--- src/rtl/smod_pkg.sv ---
package smod_pkg;
  typedef enum logic [1:0] {
    DRV_IDLE = 2'd0,
    DRV_FWD  = 2'd1,
    DRV_REV  = 2'd2
  } drive_e;
endpackage

--- src/rtl/pwm_window_ctrl.sv ---
module pwm_window_ctrl #(
  parameter int CNT_W = 7,
  parameter int WIN   = 127
) (
  input  logic             clk,
  input  logic             rst,
  input  logic             start,
  output logic             capture,
  output logic             nxt_active,
  output logic [CNT_W-1:0] nxt_cnt,
  output logic             busy_o,
  output logic             done_o
);
  localparam logic [CNT_W-1:0] LAST_C = CNT_W'(WIN - 1);

  logic             active_q;
  logic [CNT_W-1:0] cnt_q;

  always_comb begin
    capture    = start && !active_q;
    nxt_active = 1'b0;
    nxt_cnt    = '0;
    if (capture) begin
      nxt_active = 1'b1;
    end else if (active_q && cnt_q != LAST_C) begin
      nxt_active = 1'b1;
      nxt_cnt    = cnt_q + 1'b1;
    end
  end

  always_ff @(posedge clk) begin
    if (rst) begin
      active_q <= 1'b0;
      cnt_q    <= '0;
      done_o   <= 1'b0;
    end else begin
      active_q <= nxt_active;
      cnt_q    <= nxt_cnt;
      done_o   <= nxt_active && (nxt_cnt == LAST_C);
    end
  end

  assign busy_o = active_q;
endmodule

--- src/rtl/pwm_row_slice.sv ---
module pwm_row_slice
  import smod_pkg::*;
#(
  parameter int MAG_W = 7
) (
  input  logic             clk,
  input  logic             rst,
  input  logic             capture,
  input  logic [MAG_W:0]   code_in,
  input  logic             nxt_active,
  input  logic [MAG_W-1:0] nxt_cnt,
  output logic             pulse_o,
  output logic             fwd_o,
  output logic             rev_o
);
  logic [MAG_W:0]   hold_q;
  logic [MAG_W:0]   nxt_hold;
  logic [MAG_W-1:0] mag;
  drive_e           drv;

  assign nxt_hold = capture ? code_in : hold_q;
  assign mag      = nxt_hold[MAG_W-1:0];

  always_comb begin
    if (mag == '0)            drv = DRV_IDLE;
    else if (nxt_hold[MAG_W]) drv = DRV_REV;
    else                      drv = DRV_FWD;
  end

  always_ff @(posedge clk) begin
    if (rst) begin
      hold_q  <= '0;
      pulse_o <= 1'b0;
      fwd_o   <= 1'b0;
      rev_o   <= 1'b0;
    end else begin
      hold_q  <= nxt_hold;
      pulse_o <= nxt_active && (nxt_cnt < mag);
      fwd_o   <= nxt_active && (drv == DRV_FWD);
      rev_o   <= nxt_active && (drv == DRV_REV);
    end
  end
endmodule

--- src/rtl/pwm_row_modulator.sv ---
module pwm_row_modulator #(
  parameter int ROWS  = 8,
  parameter int MAG_W = 7
) (
  input  logic                      clk,
  input  logic                      rst,
  input  logic                      start,
  input  logic [ROWS*(MAG_W+1)-1:0] row_in,
  output logic [ROWS-1:0]           row_pulse,
  output logic [ROWS-1:0]           sel_fwd,
  output logic [ROWS-1:0]           sel_rev,
  output logic                      busy,
  output logic                      done
);
  localparam int CODE_W = MAG_W + 1;
  localparam int WIN    = (1 << MAG_W) - 1;

  logic             capture;
  logic             nxt_active;
  logic [MAG_W-1:0] nxt_cnt;

  pwm_window_ctrl #(.CNT_W(MAG_W), .WIN(WIN)) u_ctrl (
    .clk(clk), .rst(rst), .start(start), .capture(capture),
    .nxt_active(nxt_active), .nxt_cnt(nxt_cnt),
    .busy_o(busy), .done_o(done)
  );

  for (genvar r = 0; r < ROWS; r++) begin : g_row
    pwm_row_slice #(.MAG_W(MAG_W)) u_slice (
      .clk(clk), .rst(rst), .capture(capture),
      .code_in(row_in[r*CODE_W +: CODE_W]),
      .nxt_active(nxt_active), .nxt_cnt(nxt_cnt),
      .pulse_o(row_pulse[r]), .fwd_o(sel_fwd[r]), .rev_o(sel_rev[r])
    );
  end
endmodule

--- config.mk ---
export PLATFORM = sky130hd
export DESIGN_NAME = pwm_row_modulator
export DESIGN_NICKNAME = d
export VERILOG_FILES = /design/src/rtl/smod_pkg.sv /design/src/rtl/pwm_window_ctrl.sv /design/src/rtl/pwm_row_slice.sv /design/src/rtl/pwm_row_modulator.sv
export SDC_FILE = /design/constraint.sdc
export NUM_CORES = 1
export LEC_CHECK = 0
export BUFFER_PORTS_ARGS = -buffer_cell sky130_fd_sc_hd__clkbuf_2
export CAP_MARGIN = 0
export CORE_MARGIN = 4
export CORE_UTILIZATION = 40
export DETAILED_ROUTE_END_ITERATION = 8
export GPL_TIMING_DRIVEN = 0
export PLACE_DENSITY = 0.65
export SYNTH_ARGS = -nofsm -noshare
export SYNTH_HDL_FRONTEND = slang
export SYNTH_SLANG_ARGS = --single-unit
--- constraint.sdc ---
create_clock -name clk -period 4.3 [get_ports clk]
set_clock_uncertainty 0.05 [all_clocks]
set_input_delay 0.215 -clock clk [delete_from_list [all_inputs] [get_ports clk]]
set_output_delay 0.215 -clock clk [all_outputs]
set_load 0.05 [all_outputs]
---- Word-level counts from Yosys, hierarchy flattened ----
Index checks and enable logic that the tools add are counted.
cells by class
  magnitude comparators ................... 8
  eq/ne operators ......................... 18
  $add $sub $neg .......................... 1
  muxes and demuxes ....................... 28
  reductions and logical operators ........ 36
operators with widths
  cell                 number
  $mux 8               8
  $logic_not 7->1      8
  $lt 7x7->1           8
  $mux 2               16
  $logic_and 1x1->1    27
  $eq 2x1->1 const B   8
  $eq 2x2->1 const B   8
  $mux 7               2
  $add 7x1->7 const B  1
  $eq 7x7->1 const B   1
  $ne 7x7->1 const B   1
  $mux 1               2
  $logic_not 1->1      1
word-level totals
  bits in registers ....................... 97
  output and inout bits ................... 26
  logic and storage cells ................. 126

---- Longest topological paths before layout ----
  depth in word-level cells ............... 7
  depth in mapped cells ................... 12
  gate-level depth less buffers ........... 11

---- Cells and area by module ----
From an unflattened synthesis, not the netlist that was laid out.
second synthesis, totals
  cell total of the unflattened synthesis .. 471
  area total of the unflattened synthesis .. 4855.9 um2
by module, submodules not included
  module           cells each  area each (um2)  instances
  pwm_row_slice    52          550.5            8
  pwm_window_ctrl  55          451.7            1

---- Worst setup path before layout ----
OpenSTA, ideal clock, no wires.
  path type ............................... reg-to-reg
  from .................................... reg u_ctrl.cnt_q[0]
  to ...................................... reg g_row[3].u_slice.pulse_o
  setup slack ............................. 1.432 ns
  setup time .............................. 0.075 ns
  buffers on the path ..................... 2
  arrival time ............................ 2.743 ns
  stages on the path, launching flop included .. 13
  clock period less this slack ............ 2.868 ns
  cell sequence ........................... dfxtp_1 -> clkbuf_1 -> inv_1 -> ha_1 -> nand2_1 -> o21ai_2 -> clkbuf_1 -> nor2_1 -> ha_1 -> a21oi_1 -> o211ai_1 -> or3_1 -> o22ai_1
between the ends
  longest elaborated chain between the ends .. 6
  elaborated cells between the ends (all ways) .. 9
RTL lines
  what                                                 RTL line               RTL
  start: declaration                                   pwm_window_ctrl.sv:17  logic [CNT_W-1:0] cnt_q;
  start signal: assignment                             pwm_window_ctrl.sv:38  cnt_q <= nxt_cnt;
  branches (longest 2 deep; another with $add 7x1->7)  -
  $mux 7 *                                             pwm_window_ctrl.sv:25  end else if (active_q && cnt_q != LAST_C) begin
  $mux 7 *                                             pwm_window_ctrl.sv:23  if (capture) begin
  net g_row[0].u_slice.nxt_cnt[4]                      pwm_row_slice.sv:11    input logic [MAG_W-1:0] nxt_cnt,
  $lt 7x7->1 *                                         pwm_row_slice.sv:38    pulse_o <= nxt_active && (nxt_cnt < mag);
  $logic_and 1x1->1 *                                  pwm_row_slice.sv:38
  end signal: assignment                               pwm_row_slice.sv:38
  end: declaration                                     pwm_row_slice.sv:12    output logic pulse_o,
Mark *: on every way through the listed nets, which the timed path passes.
A chain may end at the register's enable or synchronous reset.

---- Final worst setup path ----
Same ends and word-level chain as after synthesis.

==> results_dict.tcl <==
set metrics [dict create \
    syn-cell-area_um2 4989 \
    grt_first_pass_wirelength_um 22400 \
    areaGrowthSynthToFinish_pct 20.12 \
    die_x_um 119.7 \
    place.port_buffers 91 \
    worstMarginPinSlew_ps 1086 \
    syn_nets 637 \
    globalplace.congestion 0.8982 \
    synth_flop_cell "sky130_fd_sc_hd__dfxtp_1" \
    slew_violations 0 \
    die_h_um 119.7 \
    setup_viol 0 \
    grt_antenna_before_repair 0 \
    layout_utilization_pct 49.47 \
    share_of_final_layout_standard_cells_stronger_than_drive_strength_1_pct 26.59 \
    critPathMaxStageDelay_ps 880 \
    max_cap_viol_count 0 \
    drt-total-wl_um 14510 \
    drtAntennaViolNets 0 \
    synth-async-reset-ratio_pct 0 \
    initialDrtViolationCount 250 \
    dieArea_um2 14320 \
    cts-buffers-inserted 9 \
    route.vias.total 4332 \
    tritoncts "done" \
    max_freq_ghz 0.2512 \
    slowest_stage "sky130_fd_sc_hd__nor2_1" \
    global_route.overflow_total 0 \
    ys_ff_latch 97 \
    netlist-cell-type-count 44 \
    worstHoldPathType "primary input to flip-flop" \
    dpl.hpwl_um 10600 \
    crit_required_ps 4530 \
    antenna-diode-count 0 \
    via_per_inst 5.342 \
    crit_chain "clkbuf_1 -> inv_1 -> ha_1 -> nand2_1 -> o21ai_2 -> clkbuf_1 -> nor2_1 -> ha_1 -> a21oi_1 -> o211ai_1 -> or3_1 -> o22ai_1" \
    relSlewSlack_pct 27.35 \
    critical_path.endpoint_type "flip-flop" \
    layout_worst_path_cycle_share_pct 92.59 \
    ys_seq_area_share_pct 38.93 \
    crit_path_start_kind "flip-flop" \
    rows 40 \
    critical_path_class "flip-flop to flip-flop" \
    cts_hold_buf 0 \
    start_util_pct 41.19 \
    result_of_the_run "finished, final reports clean" \
    worst-endpoint-arrival_ps 4210 \
    core_area_um2 12110 \
    unrepaired_setup_endpoints_after_global_routing "false" \
    vdd_drop_max_v 0.0001775 \
    power_density_relative_to_cell_area_nw_per_um2 396.5 \
    clock_tree.root_cell "sky130_fd_sc_hd__clkbuf_16" \
    post_cts.repair.setup_buffers 0 \
    path_max_fanout 10 \
    synth_area_per_cell_um2 9.307 \
    first_global_vias 4349 \
    post_cts_resize_count 0 \
    gr-usage-all-layers_pct 20.42 \
    wl_per_cell_um 17.90 \
    yosys_warnings 0 \
    setup_tns_ps 0 \
    synth_enable_flop_cells 0 \
    fillCellCount 1198 \
    period_needed_ps 3981 \
    clock-sinks 97 \
    path_clk_slew_ps 80 \
    drtPass1Iterations 5 \
    finalHoldViolations 0 \
    clock_latency_ps 360 \
    layout.nets 739 \
    grt_max_degree 17 \
    leakage_nw 2.810 \
    drc 0 \
    placed_cells 795 \
    boundaryPins 93 \
    final_cells 811 \
    htree_num_levels 3 \
    cts_max_path_buffers 2 \
    syn_inst 536 \
]
-- registers in the layout, summed over array words and instances (netlist names) --
signal                 flops
g_row.u_slice.fwd_o        8
u_ctrl.done_o              1
g_row.u_slice.pulse_o      8
g_row.u_slice.hold_q      64
u_ctrl.cnt_q               7
u_ctrl.busy_o              1
g_row.u_slice.rev_o        8
-- critical path, delay by kind of cell (launching register included) --
kind	cells	cell delay, ps
simple gates	3	1360
buf+inv	3	860
fa+ha+maj	2	700
compound gates	4	560
flops	1	340
-- metal layers --
layer	routed length [µm]	vias up	track usage (%)
li1	-	2120	-
met1	6362	2046	25.21
met2	6917	141	34.60
met3	829	25	3.676
met4	405	0	9.377
met5	0	-	0
-- cell usage in the layout (no fill, tap or decap), drive strengths merged, types with 4 or more instances in the layout --
cell type	netlist	layout
nand2	44	44
nand3	5	5
o2bb2ai	4	4
and3	8	8
ha	34	34
o21ai	4	4
xor2	4	4
o22ai	15	15
o22a	8	8
mux2i	44	44
clkbuf	13	115
nand4	9	9
nor3	37	37
inv	2	4
mux2	12	12
nor2b	14	14
a22o	4	4
o211ai	8	8
dfxtp	97	97
nor2	58	58
or3	8	8
a21oi	40	40
or4	14	14
buf	38	38
-- layout make-up --
type,count,area [µm²],share of cell area [%]
Multi-Input combinational cell,386,2668,44.52
Sequential cell,97,1942,32.41
Timing Repair Buffer,91,455.4,7.601
Buffer,51,371.6,6.202
Clock buffer,11,252.7,4.218
Tap cell,168,210.2,3.508
Clock inverter,5,85.08,1.420
Inverter,2,7.507,0.1253
-- report_power, final --
group | total, mW | internal, mW | switching, mW | leakage (nW)
Clock | 0.908 | 0.546 | 0.363 | 0.163
Sequential | 0.984 | 0.958 | 0.0260 | 0.797
Combinational | 0.484 | 0.190 | 0.294 | 1.85
-- synth_stat cells, types with 2 or more instances --
cell,instances,share of area [%]
sky130_fd_sc_hd__dfxtp_1,97,39
sky130_fd_sc_hd__nor2_1,58,4.4
sky130_fd_sc_hd__mux2i_1,44,8.8
sky130_fd_sc_hd__nand2_1,44,3.3
sky130_fd_sc_hd__a21oi_1,38,3.8
sky130_fd_sc_hd__ha_1,34,8.5
sky130_fd_sc_hd__nor3_1,34,3.4
sky130_fd_sc_hd__buf_4,28,4.2
sky130_fd_sc_hd__nor2b_1,14,1.8
sky130_fd_sc_hd__or4_1,14,2.1
sky130_fd_sc_hd__o22ai_1,13,1.6
sky130_fd_sc_hd__clkbuf_1,12,0.90
sky130_fd_sc_hd__mux2_2,9,2.0
sky130_fd_sc_hd__nand4_1,9,1.1
sky130_fd_sc_hd__and3_1,8,1.0
sky130_fd_sc_hd__o22a_1,8,1.4
sky130_fd_sc_hd__or3_1,8,1.0
sky130_fd_sc_hd__buf_6,5,1.1
sky130_fd_sc_hd__nand3_1,5,0.50
sky130_fd_sc_hd__o211ai_1,5,0.75
sky130_fd_sc_hd__a22o_1,4,0.70
sky130_fd_sc_hd__o2bb2ai_1,4,0.70
sky130_fd_sc_hd__xor2_1,4,0.70
sky130_fd_sc_hd__buf_2,3,0.30
sky130_fd_sc_hd__mux2_4,3,0.90
sky130_fd_sc_hd__nor3_2,3,0.60
sky130_fd_sc_hd__o211ai_2,3,0.75
sky130_fd_sc_hd__o21ai_0,3,0.30
sky130_fd_sc_hd__a21oi_2,2,0.35
sky130_fd_sc_hd__buf_12,2,0.80
sky130_fd_sc_hd__inv_1,2,0.15
sky130_fd_sc_hd__nand2b_1,2,0.25
sky130_fd_sc_hd__nor4_1,2,0.25
sky130_fd_sc_hd__o22ai_2,2,0.50
-- stage by stage --
| step | setup WS [ps] | area, µm² | hold WS [ps] | power [mW] |
|---|---|---|---|---|
| final | 318.8 | 5992 | 71.51 | 2.376 |
| after global routing | 99.52 | 5992 | 78.11 | 2.476 |
| after CTS | 401.4 | 5992 | 64.91 | 2.386 |
| after detailed placement | 442.6 | 5654 | 439.7 | 1.486 |
| after global placement | 417.0 | 5654 | 433.5 | 1.474 |
| after floorplan | 1432 | 4989 | 323.3 | 1.346 |
-- worst paths after layout --
check	start	to	slack, ps	cells past startpoint
worst min-delay path	row_in[2]	g_row[0].u_slice.hold_q[2]$_SDFF_PP0_	70	3
worst max register to register	u_ctrl.cnt_q[0]$_SDFF_PP0_	g_row[3].u_slice.pulse_o$_SDFF_PP0_	320	12
worst max-delay path	u_ctrl.cnt_q[0]$_SDFF_PP0_	g_row[3].u_slice.pulse_o$_SDFF_PP0_	320	12
worst min register to register	g_row[3].u_slice.hold_q[2]$_SDFF_PP0_	g_row[3].u_slice.hold_q[2]$_SDFF_PP0_	460	2
-- cell families (layout without fill, tap and decap cells) --
group                    Yosys count  in the layout  share of synthesized area [%]
AO/OA/AOI/OAI                     85             85                          11.79
XOR/XNOR                           5              5                         0.8778
adder cells (fa/ha/maj)           34             34                          8.528
buffers and inverters             53            160                          7.599
flip-flops                        97             97                          38.93
multiplexers                      56             56                          11.76
AND/OR/NAND/NOR                  206            206                          20.52
Power figures use the tool's default switching activity.
